`config.mk`:
```
export PLATFORM = sky130hd
export DESIGN_NAME = qz_top
export DESIGN_NICKNAME = d
export VERILOG_FILES = /design/src/rtl/qz_pkg.sv /design/src/rtl/qz_ctrl.sv /design/src/rtl/qz_datapath.sv /design/src/rtl/qz_top.sv
export SDC_FILE = /design/constraint.sdc
export NUM_CORES = 1
export LEC_CHECK = 0
export BUFFER_PORTS_ARGS = -buffer_cell sky130_fd_sc_hd__buf_2
export CORE_AREA = 5 5 51 53
export CTS_CLUSTER_SIZE = 12
export DETAILED_ROUTE_END_ITERATION = 7
export DIE_AREA = 0 0 56 58
export GPL_ROUTABILITY_DRIVEN = 0
export PLACE_DENSITY = 0.67
export SLEW_MARGIN = 15
export SYNTH_ARGS = -nofsm -noshare
export SYNTH_HDL_FRONTEND = slang
export SYNTH_SLANG_ARGS = --single-unit
```
`constraint.sdc`:
```
create_clock -name clk -period 6.6 [get_ports clk]
set_input_delay 0.66 -clock clk [delete_from_list [all_inputs] [get_ports clk]]
set_output_delay 0.66 -clock clk [all_outputs]
set_load 0.02 [all_outputs]
```
`src/rtl/qz_pkg.sv`:
```
package qz_pkg;

  typedef enum logic [1:0] {
    QZ_ROUND    = 2'd0,
    QZ_FLOOR    = 2'd1,
    QZ_MIDRISER = 2'd2,
    QZ_MAGTRUNC = 2'd3
  } qzMode_e;

  typedef struct packed {
    logic load;
    logic selRound;
    logic selFloor;
    logic selMidriser;
    logic selMag;
    logic symClip;
  } qzStrobe_t;

endpackage

```
`src/rtl/qz_ctrl.sv`:
```
module qz_ctrl
  import qz_pkg::*;
(
  input  logic       clk,
  input  logic       rstN,
  input  logic       cfgWe,
  input  logic [1:0] cfgMode,
  input  logic       cfgSym,
  input  logic       inValid,
  output qzStrobe_t  strobe
);

  qzMode_e modeReg;
  logic    symReg;

  always_ff @(posedge clk or negedge rstN) begin
    if (!rstN) begin
      modeReg <= QZ_ROUND;
      symReg  <= 1'b0;
    end else if (cfgWe) begin
      modeReg <= qzMode_e'(cfgMode);
      symReg  <= cfgSym;
    end
  end

  always_comb begin
    strobe             = '0;
    strobe.load        = inValid;
    strobe.symClip     = symReg;
    unique case (modeReg)
      QZ_ROUND:    strobe.selRound    = 1'b1;
      QZ_FLOOR:    strobe.selFloor    = 1'b1;
      QZ_MIDRISER: strobe.selMidriser = 1'b1;
      QZ_MAGTRUNC: strobe.selMag      = 1'b1;
      default:     strobe.selRound    = 1'b1;
    endcase
  end


  cfg_hold_chk: assert property (@(posedge clk) disable iff (!rstN)
    !cfgWe |=> ($stable(modeReg) && $stable(symReg)));


  one_sel_chk: assert property (@(posedge clk) disable iff (!rstN)
    $countones({strobe.selRound, strobe.selFloor, strobe.selMidriser, strobe.selMag}) == 1);

endmodule

```
`src/rtl/qz_datapath.sv`:
```
module qz_datapath
  import qz_pkg::*;
#(
  parameter int IN_W  = 8,
  parameter int OUT_W = 4
) (
  input  logic              clk,
  input  logic              rstN,
  input  qzStrobe_t         strobe,
  input  logic [IN_W-1:0]   inSample,
  output logic              outValid,
  output logic [OUT_W:0]    outWord,
  output logic              outOvf
);

  localparam int DROP = IN_W - OUT_W;
  localparam int XW   = IN_W + 2;
  localparam logic signed [XW-1:0] HALF  = XW'(2 ** (DROP - 1));
  localparam logic signed [XW-1:0] TOPV  = XW'(2 ** (OUT_W - 1) - 1);
  localparam logic signed [XW-1:0] LOWV  = -TOPV - XW'(1);
  localparam logic signed [XW-1:0] LOWS  = -TOPV;

  logic signed [XW-1:0] xExt;
  logic signed [XW-1:0] roundV;
  logic signed [XW-1:0] floorV;
  logic signed [XW-1:0] magV;
  logic signed [XW-1:0] preV;
  logic signed [XW-1:0] lowLim;
  logic signed [XW-1:0] satV;
  logic                 clipped;
  logic [OUT_W:0]       wordNext;

  always_comb begin
    xExt   = XW'(signed'(inSample));
    roundV = (xExt + HALF) >>> DROP;
    floorV = xExt >>> DROP;
    if (xExt[XW-1]) magV = -((-xExt) >>> DROP);
    else            magV = xExt >>> DROP;

    preV = floorV;
    if (strobe.selRound)      preV = roundV;
    else if (strobe.selMag)   preV = magV;

    lowLim = (strobe.symClip && !strobe.selMidriser) ? LOWS : LOWV;

    if (preV > TOPV)        satV = TOPV;
    else if (preV < lowLim) satV = lowLim;
    else                    satV = preV;
    clipped = (satV != preV);

    if (strobe.selMidriser) wordNext = {satV[OUT_W-1:0], 1'b1};
    else                    wordNext = satV[OUT_W:0];
  end

  always_ff @(posedge clk or negedge rstN) begin
    if (!rstN) begin
      outValid <= 1'b0;
      outOvf   <= 1'b0;
      outWord  <= '0;
    end else begin
      outValid <= strobe.load;
      outOvf   <= strobe.load & clipped;
      if (strobe.load) outWord <= wordNext;
    end
  end


  valid_lat_chk: assert property (@(posedge clk) disable iff (!rstN)
    strobe.load |=> outValid);


  ovf_qual_chk: assert property (@(posedge clk) disable iff (!rstN)
    outOvf |-> outValid);


  midriser_lsb_chk: assert property (@(posedge clk) disable iff (!rstN)
    (strobe.load && strobe.selMidriser) |=> outWord[0]);


  sym_floor_chk: assert property (@(posedge clk) disable iff (!rstN)
    (strobe.load && strobe.symClip && !strobe.selMidriser)
      |=> (outWord != {1'b1, 1'b1, {(OUT_W-1){1'b0}}}));


  sign_ext_chk: assert property (@(posedge clk) disable iff (!rstN)
    (strobe.load && !strobe.selMidriser) |=> (outWord[OUT_W] == outWord[OUT_W-1]));


  hold_chk: assert property (@(posedge clk) disable iff (!rstN)
    !strobe.load |=> ($stable(outWord) && !outValid));

endmodule

```
`src/rtl/qz_top.sv`:
```
module qz_top
  import qz_pkg::*;
#(
  parameter int IN_W  = 8,
  parameter int OUT_W = 4
) (
  input  logic             clk,
  input  logic             rstN,
  input  logic             cfgWe,
  input  logic [1:0]       cfgMode,
  input  logic             cfgSym,
  input  logic             inValid,
  input  logic [IN_W-1:0]  inSample,
  output logic             outValid,
  output logic [OUT_W:0]   outWord,
  output logic             outOvf
);

  qzStrobe_t strobe;

  qz_ctrl u_ctrl (
    .clk     (clk),
    .rstN    (rstN),
    .cfgWe   (cfgWe),
    .cfgMode (cfgMode),
    .cfgSym  (cfgSym),
    .inValid (inValid),
    .strobe  (strobe)
  );

  qz_datapath #(.IN_W(IN_W), .OUT_W(OUT_W)) u_dp (
    .clk      (clk),
    .rstN     (rstN),
    .strobe   (strobe),
    .inSample (inSample),
    .outValid (outValid),
    .outWord  (outWord),
    .outOvf   (outOvf)
  );

endmodule

```
==> results.md <==
- Die H: around 58 um
- Storage element area: 250 um^2
- Routed vias/inst: 5.45
- Post-Place Cells: roughly 150
- Crit-path max cell delay: about 0.42 ns
- Fin crit period: between 3 and 4 ns
- P&R area growth vs syn: 16.2%
- Cell chain of the critical path: buf_2, nor3_1, nand2_1, xnor2_1, ha_1, xnor2_1, a31oi_1, xnor2_1, o41ai_1, ha_1, mux2_2, o22a_1
- Clk root buf: clkbuf_4
- CTS sink count: 10
- Avg Synthesized Cell Area: between 8 and 9 um^2
- Worst IR Drop VDD: around 0.14 mV
- Finished Layout Cells: approximately 150
- Initial core utilization: a little over two fifths
- R2R Path Start: u_ctrl.modeReg[1]
- DRC: 0
- Row cnt: 17
- Pre-CTS WS: approximately 3.1 ns
- Num CTS Buffers: 3
- Final hold viol count: 0
- CTS tree: yes
- Leakage: ~0.43 nW
- Synth unique cells: 38
- CP dominant cell by count: xnor2_1
- Syn. warnings: 0
- # IOs: 22
- Net Count, Synth: around 120
- Vias in the first global route: 740
- Register area share after synthesis: between 20 and 30%
- P per Cell Area: 179 mW/mm^2
- Worst Max-Slew Pin Slew: approximately 0.41 ns
- Area of the multi-input gates: 606 um^2
- Worst Hold Class: input port to async pin
- CP endpoint kind: flop
- Critical path type: input port to flop
- Synthesized area: 896 um^2
- Post-layout nets: 145
- Clock Pin Slew Worst Setup and Hold Paths: about 0.060 ns
- Postcts setup bufs: 0
- Maximum fanout along the worst path: 9
- Die area: 0.00325 mm^2
- GRT overflow: 0
- Cell area after layout: 0.00104 mm^2
- Final wirelength: 1900 um
- RSZ-0062 raised after global routing: no
- DP HPWL: about 1600 um
- Share of cells above drive strength 1: a little over a quarter
- Detailed-route via count: 828
- Wire per inst: 12.5 um
- Worst setup margin: 3.39 ns
- Gate Count Post-Synth: ~100
- CP required: 6.75 ns
- PortBufs: 21
- Clk buf depth: 2
- H-tree depth: 1
- Largest net degree at the start of global routing: 14
- GR Util All Layers: around an eighth
- Outcome: finished, final reports clean
- Final Cycle Share: ~49%
- Post-route ant nets: 0
- DRT Pass-1 Iters: 4
- Synth Register Bits: 10
- Placeable Area: 0.00211 mm^2
- Critical path arrival: around 3.4 ns
- Fill cells: approximately 200
- Final setup viols: 0
- F_max: 312 MHz
- Clock Latency Late Sink: 0.26 ns
- Hold_buf cts: 0
- Resized cells post-CTS: 0
- Crit start category: input port
- Antenna cell count: 0
- Slew Limit Headroom: about 73%
- First-pass GRT wire length: around 3400 um
- Maxcap violations: 0
- Fin. max-slew vios: 0
- Initial DRC count: 15
- Clock Skew: 0.00127 ns
- Critical path's slowest cell: o41ai_1
- Die width: approximately 56 um
- Critical path launch point: inSample[0]
- Setup TNS: 0 ns
- Initial antenna violation count: 0
- Post-DP Area: 0.00102 mm^2
## placed cells by master, fill, tap and decap left out, drive strengths merged, types with 2 or more instances in the layout
cell type  netlist  routed
buf              2      21
nand2b           2       2
o311ai           2       2
o41ai            2       2
nor4             3       3
a21oi            6       6
ha               4       4
dfrtp           10      10
mux2             4       4
nand4b           3       3
clkbuf           2       3
inv              6       6
nor3             2       2
xnor2            7       7
nor2            11      11
a31oi            2       2
nand2            9       9
nand3            3       3
nor2b            4       4
o22a             2       2
o21a             2       2
o21ai            4       4
## area by class of cell
cell class / count / area share (%)
Multi-Input combinational cell: 84 / 58.2
Sequential cell: 10 / 24.0
Timing Repair Buffer: 21 / 10.1
Tap cell: 28 / 3.37
Clock buffer: 3 / 2.16
Inverter: 6 / 2.16
## path summary, 6_finish.rpt
check	depth (start not counted)	slack [ns]	end
worst max-delay path	12	3.39	u_dp.outWord[0]
min in group clk	1	0.48	u_dp.outWord[1]
worst max register to register	7	3.97	u_dp.outWord[0]
max in group asynchronous	1	6.16	u_dp.outWord[3]
worst min-delay path	1	0.25	u_dp.outWord[1]
worst min register to register	1	0.48	u_dp.outWord[1]
## power breakdown
part | internal [mW] | switching, mW
clock network | 0.0210 | 0.0195
logic | 0.0297 | 0.0408
registers | 0.0691 | 0.00624
## registers in the layout (all words and copies together) (netlist names)
signal          count
u_dp.outWord        5
u_ctrl.modeReg      2
u_ctrl.symReg       1
u_dp.outOvf         1
u_dp.outValid       1
## stage by stage
| stage | total power, mW | utilization (%) | hold slack, ns |
|---|---|---|---|
| 4_1_cts | 0.188 | 49.4 | 0.250 |
| 3_5_place_dp | 0.147 | 48.4 | 0.471 |
| 3_3_place_gp | 0.145 | 48.4 | 0.455 |
| 6_report | 0.186 | 49.4 | 0.247 |
| 2_1_floorplan | 0.125 | - | 0.364 |
| 5_1_grt | 0.202 | 49.4 | 0.247 |
## worst max-delay path, delay by kind of cell
family	cells	cell delay, ns
and+or+nand+nor	2	0.47
muxes	1	0.37
adders and majority gates	2	0.57
AOI/OAI and AO/OA	3	0.77
xor gates and xnor gates	3	0.41
buffers and inverters	1	0.12
## routing by layer
layer  global-route usage (%)  part of all wire [%]  vias to the layer above
met5                        0                     0                        -
met2                     20.7                    49                       19
li1                         -                     -                      421
met4                     2.03                  0.89                        0
met3                     4.23                   4.6                        2
met1                     16.2                    46                      386
## Yosys cell counts
cell | n | area, um^2
nor2_1 | 11 | 41.3
dfrtp_1 | 10 | 250
nand2_1 | 9 | 33.8
xnor2_1 | 7 | 61.3
a21oi_1 | 6 | 30.0
inv_1 | 6 | 22.5
ha_1 | 4 | 50.1
mux2_2 | 4 | 45.0
nor2b_1 | 4 | 25.0
nand3_1 | 3 | 15.0
nand4b_1 | 3 | 26.3
o21ai_0 | 3 | 15.0
a31oi_1 | 2 | 12.5
buf_2 | 2 | 10.0
clkbuf_1 | 2 | 7.51
nand2b_1 | 2 | 12.5
nor3_1 | 2 | 10.0
nor4_1 | 2 | 12.5
o21a_1 | 2 | 15.0
o22a_1 | 2 | 17.5
a211oi_1 | 1 | 7.51
a22oi_1 | 1 | 7.51
and2_1 | 1 | 6.26
and4b_1 | 1 | 10.0
nand3b_1 | 1 | 7.51
nand4_1 | 1 | 6.26
nand4bb_1 | 1 | 11.3
nor4_2 | 1 | 12.5
o21ai_1 | 1 | 5.00
o21bai_2 | 1 | 11.3
o221ai_1 | 1 | 8.76
o311ai_1 | 1 | 8.76
o311ai_4 | 1 | 26.3
o32ai_2 | 1 | 16.3
o41ai_1 | 1 | 8.76
o41ai_2 | 1 | 16.3
or2_1 | 1 | 6.26
or3_1 | 1 | 6.26
## kinds of logic (layout without fill, tap and decap cells)
group / after synthesis / in the layout / synth area share [%]
buf+inv: 10 / 30 / 4.47
flops: 10 / 10 / 27.9
mux: 4 / 4 / 5.03
xor+xnor: 7 / 7 / 6.84
simple gates: 44 / 44 / 27.1
fa+ha+maj: 4 / 4 / 5.59
compound gates: 25 / 25 / 23.0
No activity file was read; power rests on OpenSTA's default activity.
